--- src/rtl/tlb_pkg.sv ---
package tlb_pkg;
  localparam int unsigned AW    = 32;
  localparam int unsigned PGW   = 12;
  localparam int unsigned SETS  = 8;
  localparam int unsigned WAYS  = 4;  // tree functions assume 4 ways
  localparam int unsigned IDXW  = $clog2(SETS);
  localparam int unsigned TAGW  = AW - PGW - IDXW;
  localparam int unsigned FRW   = AW - PGW;
  localparam int unsigned VPNW  = AW - PGW;
  localparam int unsigned LRUW  = WAYS - 1;
  localparam int unsigned WAYW  = $clog2(WAYS);
  localparam int unsigned NENT  = SETS * WAYS;

  typedef struct packed {
    logic [TAGW-1:0] tag;
    logic [FRW-1:0]  frame;
    logic            pres;
    logic            wr;
    logic            usr;
  } ent_t;

  function automatic logic [LRUW-1:0] lru_touch(logic [LRUW-1:0] s, logic [WAYW-1:0] w);
    logic [LRUW-1:0] n;
    n    = s;
    n[0] = ~w[1];
    if (!w[1]) n[1] = ~w[0];
    else       n[2] = ~w[0];
    return n;
  endfunction

  function automatic logic [WAYW-1:0] lru_victim(logic [LRUW-1:0] s);
    return s[0] ? {1'b1, s[2]} : {1'b0, s[1]};
  endfunction

  function automatic logic [WAYW-1:0] first_one(logic [WAYS-1:0] v);
    logic [WAYW-1:0] r;
    r = '0;
    for (int i = WAYS - 1; i >= 0; i--) if (v[i]) r = WAYW'(i);
    return r;
  endfunction
endpackage

--- src/rtl/tlb_array.sv ---
module tlb_array
  import tlb_pkg::*;
(
  input  logic                        clk_i,
  input  logic                        rst_ni,
  input  logic                        flush_i,
  input  logic                        wr_en_i,
  input  logic [IDXW-1:0]             wr_set_i,
  input  logic [WAYW-1:0]             wr_way_i,
  input  ent_t                        wr_ent_i,
  input  logic [IDXW-1:0]             ra_set_i,
  output ent_t [WAYS-1:0]             ra_ent_o,
  output logic [WAYS-1:0]             ra_vld_o,
  input  logic [IDXW-1:0]             rb_set_i,
  output logic [WAYS-1:0][TAGW-1:0]   rb_tag_o,
  output logic [WAYS-1:0]             rb_vld_o,
  output logic [NENT-1:0]             vld_all_o
);
  ent_t [WAYS-1:0] ent_q [SETS];
  logic [WAYS-1:0] vld_q [SETS];

  for (genvar s = 0; s < SETS; s++) begin : g_set
    logic sel;
    assign sel = wr_en_i && (wr_set_i == IDXW'(s));

    always_ff @(posedge clk_i or negedge rst_ni) begin
      if (!rst_ni)      vld_q[s] <= '0;
      else if (flush_i) vld_q[s] <= '0;
      else if (sel)     vld_q[s][wr_way_i] <= 1'b1;
    end

    always_ff @(posedge clk_i) begin
      if (sel) ent_q[s][wr_way_i] <= wr_ent_i;
    end

    assign vld_all_o[s*WAYS +: WAYS] = vld_q[s];
  end

  assign ra_ent_o = ent_q[ra_set_i];
  assign ra_vld_o = vld_q[ra_set_i];
  assign rb_vld_o = vld_q[rb_set_i];

  always_comb begin
    for (int w = 0; w < WAYS; w++) rb_tag_o[w] = ent_q[rb_set_i][w].tag;
  end
endmodule

--- src/rtl/tlb_plru.sv ---
module tlb_plru
  import tlb_pkg::*;
(
  input  logic            clk_i,
  input  logic            rst_ni,
  input  logic            flush_i,
  input  logic            t0_en_i,
  input  logic [IDXW-1:0] t0_set_i,
  input  logic [WAYW-1:0] t0_way_i,
  input  logic            t1_en_i,
  input  logic [IDXW-1:0] t1_set_i,
  input  logic [WAYW-1:0] t1_way_i,
  input  logic [IDXW-1:0] rd_set_i,
  input  logic [WAYS-1:0] rd_vld_i,
  output logic [WAYW-1:0] victim_o
);
  logic [LRUW-1:0] lru_q [SETS];

  for (genvar s = 0; s < SETS; s++) begin : g_set
    logic [LRUW-1:0] nxt;

    always_comb begin
      nxt = lru_q[s];
      if (t0_en_i && t0_set_i == IDXW'(s)) nxt = lru_touch(nxt, t0_way_i);
      if (t1_en_i && t1_set_i == IDXW'(s)) nxt = lru_touch(nxt, t1_way_i);
    end

    always_ff @(posedge clk_i or negedge rst_ni) begin
      if (!rst_ni)      lru_q[s] <= '0;
      else if (flush_i) lru_q[s] <= '0;
      else              lru_q[s] <= nxt;
    end
  end

  // invalid way first, lowest index
  assign victim_o = (&rd_vld_i) ? lru_victim(lru_q[rd_set_i]) : first_one(~rd_vld_i);
endmodule

--- src/rtl/tlb_match.sv ---
module tlb_match
  import tlb_pkg::*;
(
  input  logic [TAGW-1:0]           tag_i,
  input  logic [WAYS-1:0][TAGW-1:0] tags_i,
  input  logic [WAYS-1:0]           vld_i,
  output logic [WAYS-1:0]           match_o
);
  for (genvar w = 0; w < WAYS; w++) begin : g_way
    assign match_o[w] = vld_i[w] && (tags_i[w] == tag_i);
  end
endmodule

--- src/rtl/tlb_xlate.sv ---
module tlb_xlate
  import tlb_pkg::*;
(
  input  logic          clk_i,
  input  logic          rst_ni,
  input  logic          lkp_valid_i,
  input  logic [AW-1:0] lkp_vaddr_i,
  input  logic          lkp_write_i,
  input  logic          lkp_user_i,
  output logic          rsp_valid_o,
  output logic          rsp_hit_o,
  output logic          rsp_fault_o,
  output logic [AW-1:0] rsp_paddr_o,
  input  logic          fill_valid_i,
  input  logic [VPNW-1:0] fill_vpn_i,
  input  logic [FRW-1:0]  fill_frame_i,
  input  logic          fill_present_i,
  input  logic          fill_writable_i,
  input  logic          fill_user_i,
  input  logic          dir_wr_i,
  input  logic          ctx_sw_i,
  input  logic [AW-1:0] dir_val_i,
  output logic [AW-1:0] dir_base_o
);
  logic [AW-1:0] dir_base_q;
  logic          flush;

  assign flush = dir_wr_i || (ctx_sw_i && (dir_val_i != dir_base_q));

  always_ff @(posedge clk_i or negedge rst_ni) begin
    if (!rst_ni)                   dir_base_q <= '0;
    else if (dir_wr_i || ctx_sw_i) dir_base_q <= dir_val_i;
  end
  assign dir_base_o = dir_base_q;

  // lookup side
  logic [IDXW-1:0]           lk_set;
  logic [TAGW-1:0]           lk_tag;
  ent_t [WAYS-1:0]           lk_ents;
  logic [WAYS-1:0]           lk_vld, lk_match, lk_pres, lk_hitv;
  logic [WAYS-1:0][TAGW-1:0] lk_tags;
  logic [WAYW-1:0]           lk_way;
  logic                      lk_hit, lk_fault, lk_ok;
  logic [FRW-1:0]            lk_frame;

  assign lk_set = lkp_vaddr_i[PGW +: IDXW];
  assign lk_tag = lkp_vaddr_i[AW-1 -: TAGW];

  always_comb begin
    for (int w = 0; w < WAYS; w++) begin
      lk_tags[w] = lk_ents[w].tag;
      lk_pres[w] = lk_ents[w].pres;
    end
  end

  // fill side
  logic [IDXW-1:0]           fl_set;
  logic [TAGW-1:0]           fl_tag;
  logic [WAYS-1:0][TAGW-1:0] fl_tags;
  logic [WAYS-1:0]           fl_vld, fl_match;
  logic [WAYW-1:0]           fl_victim, fl_way;
  logic                      fl_en;
  ent_t                      fl_ent;
  logic [NENT-1:0]           vld_all;

  assign fl_set = fill_vpn_i[IDXW-1:0];
  assign fl_tag = fill_vpn_i[VPNW-1 -: TAGW];
  assign fl_en  = fill_valid_i && !flush;
  assign fl_way = (|fl_match) ? first_one(fl_match) : fl_victim;

  always_comb begin
    fl_ent.tag   = fl_tag;
    fl_ent.frame = fill_frame_i;
    fl_ent.pres  = fill_present_i;
    fl_ent.wr    = fill_writable_i;
    fl_ent.usr   = fill_user_i;
  end

  tlb_array u_array (
    .clk_i     (clk_i),
    .rst_ni    (rst_ni),
    .flush_i   (flush),
    .wr_en_i   (fl_en),
    .wr_set_i  (fl_set),
    .wr_way_i  (fl_way),
    .wr_ent_i  (fl_ent),
    .ra_set_i  (lk_set),
    .ra_ent_o  (lk_ents),
    .ra_vld_o  (lk_vld),
    .rb_set_i  (fl_set),
    .rb_tag_o  (fl_tags),
    .rb_vld_o  (fl_vld),
    .vld_all_o (vld_all)
  );

  tlb_match u_lk_match (
    .tag_i   (lk_tag),
    .tags_i  (lk_tags),
    .vld_i   (lk_vld),
    .match_o (lk_match)
  );

  tlb_match u_fl_match (
    .tag_i   (fl_tag),
    .tags_i  (fl_tags),
    .vld_i   (fl_vld),
    .match_o (fl_match)
  );

  assign lk_hitv  = lk_match & lk_pres;
  assign lk_hit   = |lk_hitv;
  assign lk_way   = first_one(lk_hitv);
  assign lk_frame = lk_ents[lk_way].frame;
  assign lk_fault = lk_hit && ((lkp_write_i && !lk_ents[lk_way].wr) ||
                               (lkp_user_i  && !lk_ents[lk_way].usr));
  assign lk_ok    = lkp_valid_i && lk_hit && !lk_fault;

  tlb_plru u_plru (
    .clk_i    (clk_i),
    .rst_ni   (rst_ni),
    .flush_i  (flush),
    .t0_en_i  (lk_ok),
    .t0_set_i (lk_set),
    .t0_way_i (lk_way),
    .t1_en_i  (fl_en),
    .t1_set_i (fl_set),
    .t1_way_i (fl_way),
    .rd_set_i (fl_set),
    .rd_vld_i (fl_vld),
    .victim_o (fl_victim)
  );

  always_ff @(posedge clk_i or negedge rst_ni) begin
    if (!rst_ni) begin
      rsp_valid_o <= 1'b0;
      rsp_hit_o   <= 1'b0;
      rsp_fault_o <= 1'b0;
      rsp_paddr_o <= '0;
    end else begin
      rsp_valid_o <= lkp_valid_i;
      rsp_hit_o   <= lkp_valid_i && lk_hit;
      rsp_fault_o <= lkp_valid_i && lk_fault;
      rsp_paddr_o <= lk_ok ? {lk_frame, lkp_vaddr_i[PGW-1:0]} : '0;
    end
  end
endmodule

--- config.mk ---
export PLATFORM = sky130hd
export DESIGN_NAME = tlb_xlate
export DESIGN_NICKNAME = d
export VERILOG_FILES = /design/src/rtl/tlb_pkg.sv /design/src/rtl/tlb_array.sv /design/src/rtl/tlb_plru.sv /design/src/rtl/tlb_match.sv /design/src/rtl/tlb_xlate.sv
export SDC_FILE = /design/constraint.sdc
export NUM_CORES = 2
export LEC_CHECK = 0
export ABC_AREA = 1
export BUFFER_PORTS_ARGS = -buffer_cell sky130_fd_sc_hd__buf_2
export CORE_ASPECT_RATIO = 0.6
export CORE_UTILIZATION = 47
export CTS_BUF_LIST = sky130_fd_sc_hd__clkbuf_8
export CTS_CLUSTER_DIAMETER = 30
export CTS_CLUSTER_SIZE = 16
export DETAILED_ROUTE_END_ITERATION = 7
export SETUP_SLACK_MARGIN = 0.3
export SLEW_MARGIN = 20
export SYNTH_ARGS = -nofsm -noshare
export SYNTH_HDL_FRONTEND = slang
export SYNTH_SLANG_ARGS = --single-unit
--- constraint.sdc ---
create_clock -name clk_i -period 6.6 [get_ports clk_i]
set_input_delay 0.66 -clock clk_i [delete_from_list [all_inputs] [get_ports clk_i]]
set_output_delay 0.66 -clock clk_i [all_outputs]
set_load 0.01 [all_outputs]
==> reports/qor.yml <==
grt:
  grt_start_max_net_pins: 128
  grt_pass1_vias: 42400
  grtUsageTotal_pct: 33.6
  antenna_found_initial: 6
  grt_pass1_wl_mm: 314
  globalRoute.totalOverflow: 0
outcome:
  outcome: "complete, no violations"
logic_synthesis:
  synth_edf_count: 1280
  ys_top_cells_by_count: "edfxtp_1, nand2_1, o22ai_1, nand3_1, inv_1"
  synth_area_leaders: "edfxtp_1, nand2_1, dfrtp_1"
  yosys.area_share.simple_pct: 14.9
  ys_seq_area_share_pct: 68.4
  yosysUniqueCellTypes: 51
  synthXorXnorAreaFrac_pct: 0.534
  synth_area_um2: 60700
  synth_warnings: 0
  synth_top_cell_area_share_pct: 63.3
  synth_top_family_by_area: "simple AND/OR/NAND/NOR gates"
  synth_compound_area_share_pct: 11.9
  synth_fa_ha_area_share_pct: 0
  muxShareOfSynthArea_pct: 0.186
  synth_top_cell_by_area: "edfxtp_1"
  ys_seq_elements: 1403
  synth-main-ff-cell: "edfxtp_1"
  synth_area_per_cell_um2: 11.3
  synth_async_sr_flop_share_pct: 8.77
  syn-num-nets: 5467
  yosysMostFrequentCell: "edfxtp_1"
  postSynthCellCount: 5352
worst_setup_path:
  worstPathArrival_ns: 5.87
  r2r_slack_ns: 1.87
  worst-path-buf-inv: 6
  critical_path.max_stage_delay_ns: 0.89
  crit_start: "fill_vpn_i[0]"
  worstSetupStartpointType: "input port"
  crit_required_ns: 7.17
  path_delay_family: "simple AND/OR/NAND/NOR gates"
  r2r_start: "u_array.vld_all_o[19]$_DFFE_PN0P_"
  crit_path_end_kind: "register"
  crit_path_cell_trace: "buf_2 > inv_1 > nand2_1 > buf_4 > o22ai_1 > o31ai_1 > xor2_1 > nor2_1 > and3_1 > nand3_1 > nand3_1 > nand2_1 > inv_1 > nand3_1 > inv_2 > buf_4"
  crit_type: "input port to register"
  path_common_cell: "nand3_1"
  crit_fanout: 30
  slowest_stage: "o31ai_1"
timing:
  fin_setup_tns_ns: 0
  setup_ws_ns: 1.30
  fin_worst_skew_ns: 0.0584
  post-route-period-util_pct: 80.3
  drv_slew: 0
  timing.final.crit_period_ns: 5.30
  worst_pin_slew_ns: 1.14
  setup_viol: 0
  relSlewSlack_pct: 23.3
  rsz0062_at_grt: "false"
  hold_viol_final: 0
  fmax_mhz: 189
power:
  cellLeakagePower_uw: 0.0255
  power.internal_uw: 14300
  power_uw: 19500
  p_sw_uw: 5200
  switching_share_pct: 26.7
  p_clk_share_pct: 41.6
  sequentialPowerShare_pct: 50.1
  irDropWorstVdd_v: 0.000240
  pwr-share-comb_pct: 8.3
  powerDensity_nw_per_um2: 279
finish:
  fill_cells: 10800
  multi_input_area_um2: 16900
  drive_gt1_share_pct: 14.0
  area_growth_syn_to_layout_pct: 15.0
  seqCellArea_um2: 41500
  layout.nets: 5766
cts:
  cts-resized-gates: 0
  cts_tree: "done"
  clock_tree.buffer_depth: 3
  cts.clk_slew.worst_paths_ns: 0.08
  postCtsSetupBuffers: 0
  cts_htree_levels: 4
  clk-insertion-delay-late_ns: 0.97
  holdBufCountCts: 46
  numCtsBuffers: 200
  clock-sinks: 1403
  cts_root_buffer: "clkbuf_8"
floorplanning:
  core_um2: 127000
  chipHeight_um: 280
  row_count: 101
  ioPinCount: 182
  die_area_um2: 131000
  start_util_pct: 47.7
  fp.dieW_um: 466
route:
  antenna_left: 0
  wl_per_cell_um: 29.7
  dr.pass1.iters: 6
  drt_iter0_drc: 8246
  vias: 47300
  drc: 0
  vias_per_cell: 6.28
  wl_mm: 224
worst_hold_path:
  hp-class: "input port to register"
  min_from: "dir_wr_i"
placed_design:
  port_buffers: 181
  hpwl_mm: 138
  place_ws_ns: 0.757
  gp_congestion: 1.06
job:
  cap_violations: 0
-- sequential cells by signal, summed over array words and instances (netlist names) --
name,count
rsp_valid_o,1
u_array.vld_all_o,32
rsp_hit_o,1
rsp_fault_o,1
rsp_paddr_o,32
u_array.ent_q,1280
u_plru.lru_q,24
dir_base_o,32
-- worst reg2reg max path, cell delays in order, from the launching register on --
cell,delay (ns)
dfrtp_1,0.33
inv_1,0.07
o21ai_0,0.16
a221oi_1,0.09
o21ai_0,0.90
nand2_1,0.12
nor2_1,0.13
nand4_1,0.10
nor2_1,0.11
nand4_1,0.36
nand3_1,0.37
nand2_1,0.30
inv_1,0.22
nand3_1,0.19
inv_2,0.11
buf_4,0.75
-- layout make-up --
type,count,share of cell area (%)
sequential,1403,59.5
clock buffer,208,4.10
multi-input combinational,3330,24.2
tap,1699,3.05
clock inverter,171,2.67
timing repair buffer,404,4.84
inverter,312,1.70
antenna,5,0.0179
-- cell usage in the layout (no fill, tap or decap), types with 27 or more instances in the layout --
master,instances
clkbuf_8,208
xor2_1,27
or2_2,37
buf_2,178
buf_12,52
o21ai_0,249
buf_4,125
inv_2,31
dlygate4sd3_1,46
a21oi_1,199
o22ai_1,370
nand4_1,162
inv_6,33
nor2_1,265
a22oi_1,216
inv_1,289
dfrtp_1,123
nand2_1,1215
nand3_1,342
edfxtp_1,1280
-- through the flow --
| step | utilization [%] | cell area (µm²) | hold slack [ns] | std cells |
|---|---|---|---|---|
| after global placement | 50.7 | 64600 | 0.498 | 7101 |
| after CTS | 54.8 | 69800 | 0.109 | 7526 |
| final | 54.9 | 69800 | 0.128 | 7532 |
| after detailed placement | 50.7 | 64600 | 0.503 | 7101 |
| after floorplan | - | 60700 | 0.364 | 5352 |
| after global routing | 54.8 | 69800 | 0.135 | 7528 |
-- metal layers --
layer  routed length, µm  up-vias  track usage, %
li1                    -    20300               -
met1               97300    23300            53.6
met2               87300     3499            42.8
met3               34300      321            11.5
met4                4710        4            8.21
met5                 102        -               0
-- path summary, 6_finish.rpt --
check                                            endpoint  depth (start not counted)
max                        u_array.ent_q[4][86]$_DFFE_PP_                         16
max in group asynchronous       rsp_paddr_o[15]$_DFF_PN0_                          3
min reg2reg                  u_plru.lru_q[21]$_DFFE_PN0P_                          2
max reg2reg                u_array.ent_q[4][86]$_DFFE_PP_                         15
min in group asynchronous      dir_base_o[13]$_DFFE_PN0P_                          2
min                            dir_base_o[10]$_DFFE_PN0P_                          4
-- power groups by stage --
stage               Clock [µW]  Combinational, µW  Sequential [µW]
floorplan                    0                778             9950
global placement             0               1520             9940
detailed placement           0               1520             9940
CTS                       8170               1550             9750
global route              8510               1700             9750
finish                    8100               1620             9750
-- logic make-up after synthesis --
family / count (synthesis)
compound gates: 1170
xor+xnor: 37
buf+inv: 619
flops: 1403
mux: 10
simple gates: 2113
No activity file was read; power rests on OpenSTA's default activity.
